## config.mk

```make
export PLATFORM = sky130hd
export DESIGN_NAME = pgbuf_commit
export DESIGN_NICKNAME = d
export VERILOG_FILES = /design/src/rtl/pgbuf_pkg.sv /design/src/rtl/pgbuf_slots.sv /design/src/rtl/pgbuf_ptr.sv /design/src/rtl/pgbuf_timer.sv /design/src/rtl/pgbuf_commit.sv
export SDC_FILE = /design/constraint.sdc
export NUM_CORES = 1
export LEC_CHECK = 0
export BUFFER_PORTS_ARGS = -buffer_cell sky130_fd_sc_hd__buf_2
export CAP_MARGIN = 20
export CELL_PAD_IN_SITES_DETAIL_PLACEMENT = 1
export CELL_PAD_IN_SITES_GLOBAL_PLACEMENT = 1
export CORE_MARGIN = 3
export CORE_UTILIZATION = 35
export CTS_CLUSTER_DIAMETER = 40
export CTS_CLUSTER_SIZE = 10
export DETAILED_ROUTE_END_ITERATION = 7
export GPL_ROUTABILITY_DRIVEN = 0
export HOLD_SLACK_MARGIN = 0.06
export PLACE_DENSITY = 0.7
export REMOVE_ABC_BUFFERS = 1
export SETUP_SLACK_MARGIN = 0.5
export SLEW_MARGIN = 10
export SYNTH_ARGS = -nofsm -noshare
export SYNTH_HDL_FRONTEND = slang
export SYNTH_SLANG_ARGS = --single-unit
```

## constraint.sdc

```tcl
create_clock -name clk -period 2.2 [get_ports clk]
set_input_delay 0.11 -clock clk [delete_from_list [all_inputs] [get_ports clk]]
set_output_delay 0.11 -clock clk [all_outputs]
set_load 0.03 [all_outputs]
```

## src/rtl/pgbuf_pkg.sv

```systemverilog
package pgbuf_pkg;
   // Which part of the array the write-control level guards
   typedef enum logic [0:0] {
      GUARD_UPPER_HALF = 1'b0,
      GUARD_WHOLE      = 1'b1
   } guard_mode_e;
endpackage

```

## src/rtl/pgbuf_slots.sv

```systemverilog
module pgbuf_slots #(
   parameter int DATA_W = 8,
   parameter int SLOT_W = 4
) (
   input  logic              clk,
   input  logic              rst_n,
   input  logic              clr,
   input  logic              load,
   input  logic [SLOT_W-1:0] load_slot,
   input  logic [DATA_W-1:0] load_data,
   input  logic [SLOT_W-1:0] rd_slot,
   output logic              rd_valid,
   output logic [DATA_W-1:0] rd_data,
   output logic              any_valid
);
   localparam int DEPTH = 1 << SLOT_W;

   logic [DEPTH-1:0]  mask;
   logic [DATA_W-1:0] byte_arr [DEPTH];

   generate
      for (genvar s = 0; s < DEPTH; s++) begin : g_slot
         logic              v_q;
         logic [DATA_W-1:0] d_q;
         always_ff @(posedge clk or negedge rst_n) begin
            if (!rst_n) begin
               v_q <= 1'b0;
               d_q <= '0;
            end else if (clr) begin
               v_q <= 1'b0;
            end else if (load && (load_slot == SLOT_W'(s))) begin
               v_q <= 1'b1;
               d_q <= load_data;
            end
         end
         assign mask[s]     = v_q;
         assign byte_arr[s] = d_q;
      end
   endgenerate

   assign rd_valid  = mask[rd_slot];
   assign rd_data   = byte_arr[rd_slot];
   assign any_valid = |mask;
endmodule

```

## src/rtl/pgbuf_ptr.sv

```systemverilog
module pgbuf_ptr #(
   parameter int ADDR_W = 11,
   parameter int SLOT_W = 4
) (
   input  logic              clk,
   input  logic              rst_n,
   input  logic              load,
   input  logic [ADDR_W-1:0] load_addr,
   input  logic              step,
   output logic [ADDR_W-1:0] ptr
);
   localparam int PAGE_W = ADDR_W - SLOT_W;

   logic [PAGE_W-1:0] page_q;
   logic [SLOT_W-1:0] slot_q;

   always_ff @(posedge clk or negedge rst_n) begin
      if (!rst_n) begin
         page_q <= '0;
         slot_q <= '0;
      end else if (load) begin
         page_q <= load_addr[ADDR_W-1:SLOT_W];
         slot_q <= load_addr[SLOT_W-1:0];
      end else if (step) begin
         slot_q <= slot_q + 1'b1;   // page bits never carry
      end
   end

   assign ptr = {page_q, slot_q};
endmodule

```

## src/rtl/pgbuf_timer.sv

```systemverilog
module pgbuf_timer #(
   parameter int CYCLES = 64,
   parameter int CNT_W  = $clog2(CYCLES)
) (
   input  logic             clk,
   input  logic             rst_n,
   input  logic             go,
   output logic             busy,
   output logic [CNT_W-1:0] count
);
   localparam logic [CNT_W-1:0] LAST = CNT_W'(CYCLES - 1);

   always_ff @(posedge clk or negedge rst_n) begin
      if (!rst_n) begin
         busy  <= 1'b0;
         count <= '0;
      end else if (!busy) begin
         if (go) begin
            busy  <= 1'b1;
            count <= '0;
         end
      end else if (count == LAST) begin
         busy <= 1'b0;
      end else begin
         count <= count + 1'b1;
      end
   end
endmodule

```

## src/rtl/pgbuf_commit.sv

```systemverilog
module pgbuf_commit
   import pgbuf_pkg::*;
#(
   parameter int          ADDR_W      = 11,
   parameter int          DATA_W      = 8,
   parameter int          SLOT_W      = 4,
   parameter int          PROG_CYCLES = 64,
   parameter guard_mode_e GUARD       = GUARD_UPPER_HALF
) (
   input  logic              clk,
   input  logic              rst_n,
   input  logic              xfer_start,
   input  logic              wp_pin,
   input  logic              addr_load,
   input  logic [ADDR_W-1:0] addr_in,
   input  logic              byte_vld,
   input  logic [DATA_W-1:0] byte_in,
   input  logic              stop_strb,
   output logic              busy,
   output logic              arr_we,
   output logic [ADDR_W-1:0] arr_addr,
   output logic [DATA_W-1:0] arr_data,
   output logic [ADDR_W-1:0] next_addr
);
   localparam int DEPTH  = 1 << SLOT_W;
   localparam int PAGE_W = ADDR_W - SLOT_W;
   localparam int CNT_W  = $clog2(PROG_CYCLES);

   generate
      if (PROG_CYCLES <= DEPTH) begin : g_bad_cycles
         $error("PROG_CYCLES must exceed the page depth");
      end
      if (SLOT_W < 1 || SLOT_W >= ADDR_W) begin : g_bad_slot
         $error("SLOT_W must lie between 1 and ADDR_W-1");
      end
   endgenerate

   logic              accept;
   logic              wp_q;
   logic              rd_valid;
   logic              any_valid;
   logic [DATA_W-1:0] rd_data;
   logic [CNT_W-1:0]  count;
   logic              scanning;
   logic              blocked;
   logic [PAGE_W-1:0] page;
   logic [SLOT_W-1:0] scan_slot;

   assign accept = !busy;

   // write-control level latched once per transfer
   always_ff @(posedge clk or negedge rst_n) begin
      if (!rst_n)                   wp_q <= 1'b0;
      else if (xfer_start && accept) wp_q <= wp_pin;
   end

   pgbuf_ptr #(.ADDR_W(ADDR_W), .SLOT_W(SLOT_W)) u_ptr (
      .clk       (clk),
      .rst_n     (rst_n),
      .load      (addr_load && accept),
      .load_addr (addr_in),
      .step      (byte_vld && accept),
      .ptr       (next_addr)
   );

   assign page      = next_addr[ADDR_W-1:SLOT_W];
   assign scan_slot = count[SLOT_W-1:0];

   pgbuf_slots #(.DATA_W(DATA_W), .SLOT_W(SLOT_W)) u_slots (
      .clk       (clk),
      .rst_n     (rst_n),
      .clr       (xfer_start && accept),
      .load      (byte_vld && accept),
      .load_slot (next_addr[SLOT_W-1:0]),
      .load_data (byte_in),
      .rd_slot   (scan_slot),
      .rd_valid  (rd_valid),
      .rd_data   (rd_data),
      .any_valid (any_valid)
   );

   pgbuf_timer #(.CYCLES(PROG_CYCLES), .CNT_W(CNT_W)) u_timer (
      .clk   (clk),
      .rst_n (rst_n),
      .go    (stop_strb && accept && any_valid),
      .busy  (busy),
      .count (count)
   );

   generate
      if (GUARD == GUARD_UPPER_HALF) begin : g_guard_upper
         assign blocked = wp_q && page[PAGE_W-1];
      end else begin : g_guard_whole
         assign blocked = wp_q;
      end
   endgenerate

   assign scanning = busy && (count < CNT_W'(DEPTH));
   assign arr_we   = scanning && rd_valid && !blocked;
   assign arr_addr = {page, scan_slot};
   assign arr_data = rd_data;
endmodule

```

==> run summary <==
status - finished with violations
failing checks - negative setup slack
Max Fclk - 0.4087 GHz
area share of and/or/nand/nor cells after synthesis - 6.761%
count of cell types in the netlist - 46
site row count - 53
Critical Path Source Type - register
Worst Max-Slew Pin Slew - 0.6325 ns
Final Setup Violations - 9
post-synthesis mux area share - 30.77%
fin crit share - 111.2%
net switching power - 0.005279 W
Seq/Total Area, Yosys - 53.76%
Final Power - 0.01381 W
fin. max-slew vios - 0
core area - 0.02115 mm2
critical path, cell by cell - buf_6, clkbuf_16, buf_4, mux2i_1, a221oi_4, a22oi_1, nand2_1, buf_6
antenna violations before repair - 0
CP max FO - 5
gr usage total - 21.81%
cell-internal power - 0.008535 W
maximum root-to-sink buffer count - 2
Seq pwr share - 33.0%
CTS clk-pin slew, worst paths - 0.07 ns
Adder-Cell Fraction of Synth Area - 0.8245%
Worst path max stage delay - 0.49 ns
Yosys top cell area share - 53.76%
WL/cell - 27.76 um
count leader, synth - dfrtp_1
gr ovfl total - 0
CP arrival - 2.34 ns
Static Leak - 5.441 nW
post-route ant nets - 0
crit path launch - u_timer.count[0]$_DFFE_PN0P_
Crit path max-delay family - buffers and inverters
Synth area leaders - dfrtp_1 (54%), mux2_2 (20%), mux4_2 (6.2%), mux2i_1 (4.4%), nand2_1 (2.5%)
layout cells sized above 1 - 59.27%
IO buf count - 57
Worst slew margin - 57.83%
first-pass GRT wire length - 38.56 mm
CTS tree - done
combinational power share - 46.1%
Root Driver - clkbuf_16
drt drc - 0
Clock power frac - 20.9%
Initial Utilization - 35.87%
Max-Cap Viols - 0
Num CTS Buffers - 17
R2R Setup Slk - 0.08 ns
Primary FF master, synth - dfrtp_1
Post-Synth XOR/XNOR Area - 0.2309%
reg2reg end - u_slots.g_slot[13].d_q[0]$_DFFE_PN0P_
Fin Setup TNS - -1.815 ns
final worst setup slack - -0.2470 ns
WP buf/inv - 4
Post-synth EDFFs - 0
Post-Syn Area per Cell - 13.72 um2
Ys Warns - 0
dpl hpwl - 13.10 mm
CP required - 2.09 ns
die area - 0.02348 mm2
IO Pins - 58
crit path capture type - output port
Routed WL - 27.53 mm
Sw Ratio - 38.21%
WS Path Type - reg2out
register bit total from synthesis - 163
cell count after synthesis - 553
synthesized area - 0.007587 mm2
CP endpoint - arr_data[4]
DRT Pass-1 Iters - 5
Hold Crit Class - in2reg
total number of vias - 5500
Final nets - 738
Crit path depth - 8
CTS H-tree lvls - 4
height of the die - 153.2 um
largest family of logic cells by synthesized area - multiplexers
mean number of vias per cell - 5.544
maximum VDD drop - 645.3 uV
P per Cell Area - 1248 mW/mm2
RSZ-0062 raised after global routing - true
clk sinks - 163
Hold Vio Cnt, Final - 0
number of global-route vias before repair - 5990
fin crit period - 2.447 ns
DP Worst Slack - 0.09524 ns
Reg2Reg Depth - 8
Worst path most repeated cell - buf_6
largest net degree at the start of global routing - 79
cell at the slowest stage of the critical path - dfrtp_4
async set-or-reset flop fraction in the synthesized netlist - 100.0%
top cells by count, synth - dfrtp_1 (163), mux2_2 (133), nand2_1 (50)
Synth Area in Compound Gates - 4.716%
Reg-to-Reg Start - u_timer.busy$_DFF_PN0_
# diodes - 0
Area Growth Syn to Fin - 45.83%
Layout Skew - 0.01410 ns
DR iter-0 viols - 355
DIE WIDTH - 153.2 um
clk_lat worst skew - 0.45 ns
leading area contributor after synthesis - dfrtp_1
-- power groups by stage --
| stage | Combinational, W | Sequential, W | Clock (W) |
|---|---|---|---|
| final | 0.00637 | 0.00456 | 0.00289 |
| after global routing | 0.00668 | 0.00465 | 0.00305 |
| after CTS | 0.00543 | 0.00445 | 0.00284 |
| after detailed placement | 0.00430 | 0.00446 | 0 |
| after global placement | 0.00416 | 0.00438 | 0 |
| after floorplan | 0.00230 | 0.00494 | 0 |
-- kinds of logic after synthesis --
| logic type | after synthesis |
|---|---|
| DFF | 163 |
| muxes | 190 |
| buffers and inverters | 46 |
| and+or+nand+nor | 96 |
| AOI/OAI and AO/OA | 51 |
| adders and majority gates | 5 |
| xor gates and xnor gates | 2 |
-- timing repair --
item	4_1_cts	5_1_grt
hold endpoints to repair	175	0
setup endpoints to repair	143	156
setup buffers	42	22
pin swaps	12	23
hold buffers	13	0
gates cloned	4	5
gates resized for setup	247	93
-- cell usage in the layout (no fill, tap or decap), drive strengths merged, types with 2 or more instances in the layout --
cell type and instances:
and3 2, a21oi 3, nor3 5, mux4 21, buf 156, ha 5, a221oi 16, o21ai 16
nor4 4, nand2 64, clkinv 5, nand3b 2, dfrtp 163, dlygate4sd3 13, mux2 136, o22ai 2
nor3b 3, and2 2, nor2 5, nand3 2, nand2b 2, inv 4, nor2b 4, a22oi 9
mux2i 33, clkbuf 26
-- registers in the layout, summed over array words and instances, names as in the netlist --
signal / flops
u_timer.count: 6
u_slots.g_slot.d_q: 128
wp_q: 1
u_ptr.page_q: 7
u_slots.g_slot.v_q: 16
u_ptr.slot_q: 4
u_timer.busy: 1
-- area by class of cell --
cell class	count	area [um2]
timing repair buffer	171	1738
tap	275	344.1
inverter	5	18.77
sequential	163	4089
fill	1985	10090
clock buffer	24	481.7
clock inverter	5	53.80
multi-input combinational	349	4339
-- metrics by stage --
step	cell area [um2]	util [%]	hold slack [ns]	instances
6_report	11060	52.30	0.09941	992
4_1_cts	10420	49.25	0.1017	965
2_1_floorplan	7383	-	-0.1856	512
3_3_place_gp	8308	39.27	0.01257	877
3_5_place_dp	8308	39.27	0.02214	877
5_1_grt	11060	52.30	0.1286	992
-- worst min path at each step --
stage                  start                                 to  slack, ns  cells after the start
finish              byte_vld        u_ptr.slot_q[0]$_DFFE_PN0P_        0.1                      3
CTS                 byte_vld        u_ptr.slot_q[0]$_DFFE_PN0P_       0.10                      3
global placement       rst_n        u_ptr.page_q[4]$_DFFE_PN0P_       0.01                      1
floorplan              rst_n        u_ptr.page_q[0]$_DFFE_PN0P_      -0.19                      0
detailed placement     rst_n        u_ptr.page_q[6]$_DFFE_PN0P_       0.02                      1
global route           rst_n  u_slots.g_slot[4].v_q$_DFFE_PN0P_       0.13                      2
-- layer usage --
layer / up-vias / GRT usage [%] / part of all wire, %
met2: 197 / 34.70 / 50
met3: 63 / 5.408 / 4.8
met5: - / 0 / 0
li1: 2333 / - / -
met1: 2907 / 28.35 / 41
met4: 0 / 9.716 / 3.9
-- worst min-delay path: stages --
cell	delay (ns)
buf_2	0.15
a22oi_1	0.14
o21ai_0	0.10
No activity file was read; power rests on OpenSTA's default activity.
